## src/rtl/busreq_pkg.sv

```systemverilog
// Package: shared types of the bus acquisition handshake.
// Assumes: nothing; pure type definitions.
package busreq_pkg;
    // Controller states
    typedef enum logic [2:0] {
        ST_IDLE    = 3'd0,  // no request outstanding
        ST_REQ     = 3'd1,  // request asserted, grant not yet seen
        ST_WAITCYC = 3'd2,  // grant seen, waiting for current cycle to end
        ST_OWN     = 3'd3,  // acknowledge held, bus owned
        ST_RECOVER = 3'd4   // released, cooling down before next request
    } state_t;
endpackage

```

## src/rtl/busreq_sync.sv

```systemverilog
// Module: multi-bit synchroniser chain for asynchronous inputs.
// Each bit passes through STAGES flops independently.
// Assumes: inputs are level signals that hold longer than STAGES clocks;
// reset value is given per bit by RST_VAL (negated level for active-low lines).
module busreq_sync #(
    parameter int          W       = 1,
    parameter int          STAGES  = 2,
    parameter logic [W-1:0] RST_VAL = '1
) (
    input  logic         clk,
    input  logic         rst_n,
    input  logic [W-1:0] d_i,
    output logic [W-1:0] q_o
);
    localparam int LAST = STAGES - 1;

    logic [W-1:0] chain [STAGES];

    // Shift each bit through the flop chain
    always_ff @(posedge clk) begin
        if (!rst_n) begin
            for (int i = 0; i < STAGES; i++) chain[i] <= RST_VAL;
        end else begin
            chain[0] <= d_i;
            for (int i = 1; i < STAGES; i++) chain[i] <= chain[i-1];
        end
    end

    assign q_o = chain[LAST];
endmodule

```

## src/rtl/busreq_fsm.sv

```systemverilog
// Module: request / grant / acknowledge state machine of an alternate master.
// Consumes already-synchronised grant and bus-idle indications and produces
// the active-low open-drain style request and acknowledge lines.
// Assumes: need_i and done_i are synchronous to clk; gnt_s and bus_idle_s
// come from synchronisers.
module busreq_fsm
    import busreq_pkg::*;
(
    input  logic clk,
    input  logic rst_n,
    input  logic need_i,
    input  logic done_i,
    input  logic gnt_s,       // grant asserted (synchronised, active high)
    input  logic bus_idle_s,  // no bus cycle in progress (synchronised)
    output logic br_n_o,
    output logic br_oe_o,
    output logic ack_n_o,
    output logic ack_oe_o,
    output logic owns_o
);
    state_t state_q, state_d;

    // Next-state decision
    always_comb begin
        state_d = state_q;
        unique case (state_q)
            ST_IDLE:    if (need_i) state_d = ST_REQ;
            ST_REQ: begin
                if (!need_i)    state_d = ST_IDLE;
                else if (gnt_s) state_d = ST_WAITCYC;
            end
            ST_WAITCYC: begin
                if (!need_i)         state_d = ST_IDLE;
                else if (!gnt_s)     state_d = ST_REQ;
                else if (bus_idle_s) state_d = ST_OWN;
            end
            ST_OWN:     if (done_i) state_d = ST_RECOVER;
            ST_RECOVER: if (!gnt_s) state_d = ST_IDLE;
            default:    state_d = ST_IDLE;
        endcase
    end

    // State register with synchronous active-low reset
    always_ff @(posedge clk) begin
        if (!rst_n) state_q <= ST_IDLE;
        else        state_q <= state_d;
    end

    // Output decode: drive lines low only while asserted
    always_comb begin
        br_oe_o  = (state_q == ST_REQ) || (state_q == ST_WAITCYC);
        ack_oe_o = (state_q == ST_OWN);
        br_n_o   = !br_oe_o;
        ack_n_o  = !ack_oe_o;
        owns_o   = (state_q == ST_OWN);
    end

    // request and acknowledge never asserted together
    a_r5_no_req_with_ack: assert property (@(posedge clk) disable iff (!rst_n)
        ack_oe_o |-> !br_oe_o);

    // acknowledge rises only after a sample of grant with an idle bus
    a_r4_ack_after_idle: assert property (@(posedge clk) disable iff (!rst_n)
        $rose(ack_oe_o) |-> ($past(gnt_s) && $past(bus_idle_s)));

    // done while owning releases acknowledge
    a_r7_done_releases: assert property (@(posedge clk) disable iff (!rst_n)
        (ack_oe_o && done_i) |=> !ack_oe_o);

    // loss of need withdraws request with no acknowledge
    a_r8_abort_request: assert property (@(posedge clk) disable iff (!rst_n)
        (br_oe_o && !need_i) |=> (!br_oe_o && !ack_oe_o));

    // at least one quiet clock after release
    a_r9_quiet_after_release: assert property (@(posedge clk) disable iff (!rst_n)
        $fell(ack_oe_o) |-> !br_oe_o);

    // request can only start from idle, never straight from release
    a_r9_no_req_while_granted: assert property (@(posedge clk) disable iff (!rst_n)
        ($rose(br_oe_o) && !$past(ack_oe_o)) |-> $past(!gnt_s || state_q == ST_IDLE));

    // ownership flag tracks acknowledge
    a_r6_owns_is_ack: assert property (@(posedge clk) disable iff (!rst_n)
        owns_o == ack_oe_o);
endmodule

```

## src/rtl/busreq_master.sv

```systemverilog
// Module: top of the alternate-master bus acquisition handshake.
// Synchronises the asynchronous bus lines, derives bus-cycle completion and
// runs the request/grant/acknowledge controller.
// Assumes: TERM_W termination lines, all active low; synchronous reset.
module busreq_master #(
    parameter int TERM_W      = 2,
    parameter int SYNC_STAGES = 2
) (
    input  logic              clk,
    input  logic              rst_n,
    input  logic              need_i,
    input  logic              done_i,
    input  logic              bg_n_i,
    input  logic              as_n_i,
    input  logic [TERM_W-1:0] term_n_i,
    output logic              br_n_o,
    output logic              br_oe_o,
    output logic              ack_n_o,
    output logic              ack_oe_o,
    output logic              owns_o
);
    localparam int SW = TERM_W + 2;

    logic [SW-1:0] raw, synced;
    logic          gnt_s, bus_idle_s;

    assign raw = {term_n_i, as_n_i, bg_n_i};

    busreq_sync #(.W(SW), .STAGES(SYNC_STAGES), .RST_VAL({SW{1'b1}})) u_sync (
        .clk   (clk),
        .rst_n (rst_n),
        .d_i   (raw),
        .q_o   (synced)
    );

    // Decode synchronised lines: grant active low, bus idle when all negated
    always_comb begin
        gnt_s      = !synced[0];
        bus_idle_s = &synced[SW-1:1];
    end

    busreq_fsm u_fsm (
        .clk        (clk),
        .rst_n      (rst_n),
        .need_i     (need_i),
        .done_i     (done_i),
        .gnt_s      (gnt_s),
        .bus_idle_s (bus_idle_s),
        .br_n_o     (br_n_o),
        .br_oe_o    (br_oe_o),
        .ack_n_o    (ack_n_o),
        .ack_oe_o   (ack_oe_o),
        .owns_o     (owns_o)
    );
endmodule

```

## config.mk

```make
export PLATFORM = sky130hd
export DESIGN_NAME = busreq_master
export DESIGN_NICKNAME = d
export VERILOG_FILES = /design/src/rtl/busreq_pkg.sv /design/src/rtl/busreq_sync.sv /design/src/rtl/busreq_fsm.sv /design/src/rtl/busreq_master.sv
export SDC_FILE = /design/constraint.sdc
export NUM_CORES = 1
export LEC_CHECK = 0
export ABC_CLOCK_PERIOD_IN_PS = 1600
export CAP_MARGIN = 20
export CORE_AREA = 3 3 40 42
export CTS_BUF_LIST = sky130_fd_sc_hd__clkbuf_4
export DETAILED_ROUTE_END_ITERATION = 10
export DIE_AREA = 0 0 43 45
export GPL_TIMING_DRIVEN = 0
export PLACE_DENSITY_LB_ADDON = 0.08
export SYNTH_ARGS = -nofsm -noshare
export SYNTH_HDL_FRONTEND = slang
export SYNTH_SLANG_ARGS = --single-unit
```

## constraint.sdc

```tcl
create_clock -name clk -period 1.6 [get_ports clk]
set_clock_uncertainty 0.15 [all_clocks]
set_input_delay 0.48 -clock clk [delete_from_list [all_inputs] [get_ports clk]]
set_output_delay 0.48 -clock clk [all_outputs]
set_load 0.03 [all_outputs]
```

==> impl_metrics.ini <==
[synthesis]
ys_warn_count = 0
muxShareOfSynthArea_pct = 2.586
ys_top_cells_by_count = dfxtp_1, nand2b_1, inv_1, nor2b_1
async_reset_ff_share_pct = 0
synth_top_area_share_pct = 50.57
synth_top_family_by_area = simple AND/OR/NAND/NOR gates
synth_edf_count = 0
synth_fa_ha_area_share_pct = 0
synth_simple_gate_area_share_pct = 31.32
syn_nets = 50
synth_compound_area_share_pct = 7.471
yosysSeqAreaShare_pct = 50.57
yosys-top-cells-area = dfxtp_1, nand2b_1, inv_1, and4bb_2, nor2b_1
synth_xor_area_share_pct = 2.011
syn_avg_cell_area_um2 = 10.37
syn-instance-count = 42
synth.distinct_cells = 20
yosys.area.top_type = dfxtp_1
ys_dominant_reg_cell = dfxtp_1
synth_most_common_cell = dfxtp_1
synth-seq-cells = 11
synth_area_um2 = 435.4

[global_route]
grt_max_degree = 11
antenna_found_initial = 0
grt_pass1_vias = 381
gr-total-overflow = 0
gr-usage-all-layers_pct = 11.13
grt_pass1_wl_um = 1545

[worst_setup_path]
crit_path_frequent_cell = buf_6
worstSetupPathType = reg -> out
crit_fanout = 4
worst-path-stages = 3
cp_cell_sequence = and3b_2, buf_6, buf_6
critPathArrivalTime_ns = 1.12
startpoint_type = flop
cp.required_ns = 0.97
critical_path.top_delay_family = flip-flops
critPathMaxStageDelay_ns = 0.34
cp_num_buf_inv = 2
reg2regPathDepth = 4
endpoint_kind = output pin
cpMaxStageDelayCell = dfxtp_4

[floorplanning]
core_um2 = 1285
initial_core_util_pct = 33.89
die_h_um = 45
row_count = 13
die_w_um = 43
io_pins = 13
die-area_um2 = 1935

[hold_path]
whs_path_depth = 1
hold_class = reg -> reg

[sta]
fmax_mhz = 571.4
hold_ws_ns = 0.2580
hold_violations = 0
setup_slack_ns = -0.1500
relSlewSlack_pct = 77.40
rsz0062_at_grt = true
setup_viol = 5
finalMaxSlewViolations = 0
post-route-min-period_ns = 1.750
fin_crit_sh_pct = 109.4
tightest_slew_ns = 0.3347

[clock_network]
htreeDepth = 1
clkLatencyLatePin_ns = 0.26
clock_sinks = 11
postCtsHoldBufs = 0
clk_transition_reported_paths_ns = 0.07
cts_tree = done
clockBufferDepth = 2
numCtsBuffers = 3
cts_root_buf = clkbuf_4

[power]
p_int_mw = 0.4237
combPwrFrac_pct = 15.2
ir_worst_vdd_mv = 0.4015
seq_power_share_pct = 51.7
switching_share_pct = 23.65
p_sw_mw = 0.1312
total_leakage_power_nw = 0.2992
p_clk_share_pct = 33.1
p_total_mw = 0.5549
p_per_area_nw_per_um2 = 825.9

[placement]
dpl.hpwl_um = 639.5
place_ws_ns = -0.4918
io_buffers = 12
dp.cells = 69
globalplace.congestion = 0.7381

[flow_run]
drv_cap = 0

[route]
wl_per_cell_um = 11.66
vias = 350
drt_wl_total_um = 921
drt_iter0_markers = 5
drt-pass1-iter-count = 4
ant_nets = 0
drc = 0
viasPerCell = 4.430

[cells_and_area]
final_core_util_pct = 52.29
fin_nets = 73
diodes = 0
drive_gt1_share_pct = 42.19
syn2layout_area_growth_pct = 54.31
instances_no_fill = 79

[outcome]
outcome = complete, but fails checks
violations = setup timing
-- cell usage in the layout (no fill, tap or decap), types with 2 or more instances in the layout --
| cell | synthesis | routed |
|---|---|---|
| buf_6 | 0 | 5 |
| dfxtp_4 | 0 | 3 |
| clkbuf_4 | 0 | 3 |
| buf_4 | 1 | 7 |
| inv_1 | 4 | 2 |
| nand2b_1 | 9 | 9 |
| dfxtp_1 | 11 | 8 |
| clkdlybuf4s50_1 | 0 | 6 |
| inv_2 | 0 | 2 |
-- power groups by stage --
stage	clock network [mW]	registers, mW	logic [mW]
2_1_floorplan	0	0.297	0.0394
3_3_place_gp	0	0.299	0.0696
3_5_place_dp	0	0.299	0.0720
4_1_cts	0.191	0.287	0.0843
5_1_grt	0.202	0.288	0.0917
6_report	0.184	0.287	0.0843
-- worst reg2reg max path: cells and delay by family (launching register included) --
kind,cells,cell delay [ns]
AOI/OAI and AO/OA,1,0.15
DFF,1,0.35
and+or+nand+nor,1,0.52
buffers and inverters,2,0.27
-- final timing paths --
kind                 startpoint                 end  slack (ns)
max            u_fsm.state_q[2]              owns_o       -0.15
min          u_sync.chain[0][2]  u_sync.chain[0][6]        0.26
max reg2reg    u_fsm.state_q[0]    u_fsm.state_q[0]        0.10
min reg2reg  u_sync.chain[0][2]  u_sync.chain[0][6]        0.26
-- metal layers --
metal / wire length, µm / track usage [%] / part of all wire, % / up-vias
li1: - / - / - / 188
met1: 373 / 10.76 / 40 / 152
met2: 511 / 20.36 / 55 / 10
met3: 35 / 2.390 / 3.8 / 0
met4: 0 / 9.036 / 0 / 0
met5: 0 / 0 / 0 / -
-- cell families after synthesis --
kind of cell	after synthesis
AND/OR/NAND/NOR	19
flip-flops	11
buffers and inverters	6
AO/OA/AOI/OAI	4
XOR/XNOR	1
multiplexers	1
-- metrics by stage --
stage | instance area (µm²) | setup TNS [ns]
5_1_grt | 671.9 | -0.8554
4_1_cts | 666.9 | -0.6418
2_1_floorplan | 442.9 | 0
6_report | 671.9 | -0.5736
3_3_place_gp | 581.8 | -3.240
3_5_place_dp | 581.8 | -3.825
-- layout make-up --
cell class	count	area, µm²
Inverter	4	15.01
Tap cell	15	18.77
Multi-Input combinational cell	25	196.4
Clock buffer	3	22.52
Buffer	2	16.27
Clock inverter	1	5.005
Timing Repair Buffer	18	166.4
Fill cell	124	613.1
Sequential cell	11	231.5
-- timing repair --
action | in CTS | in global routing
gates resized for setup | 41 | 4
setup endpoints to repair | 6 | 6
pin swaps | 2 | 2
gates cloned | 0 | 0
setup buffers | 6 | 0
-- registers in the layout, summed over array words and instances (netlist names) --
signal,flops
u_sync.chain,8
u_fsm.state_q,3
Power figures use the tool's default switching activity.
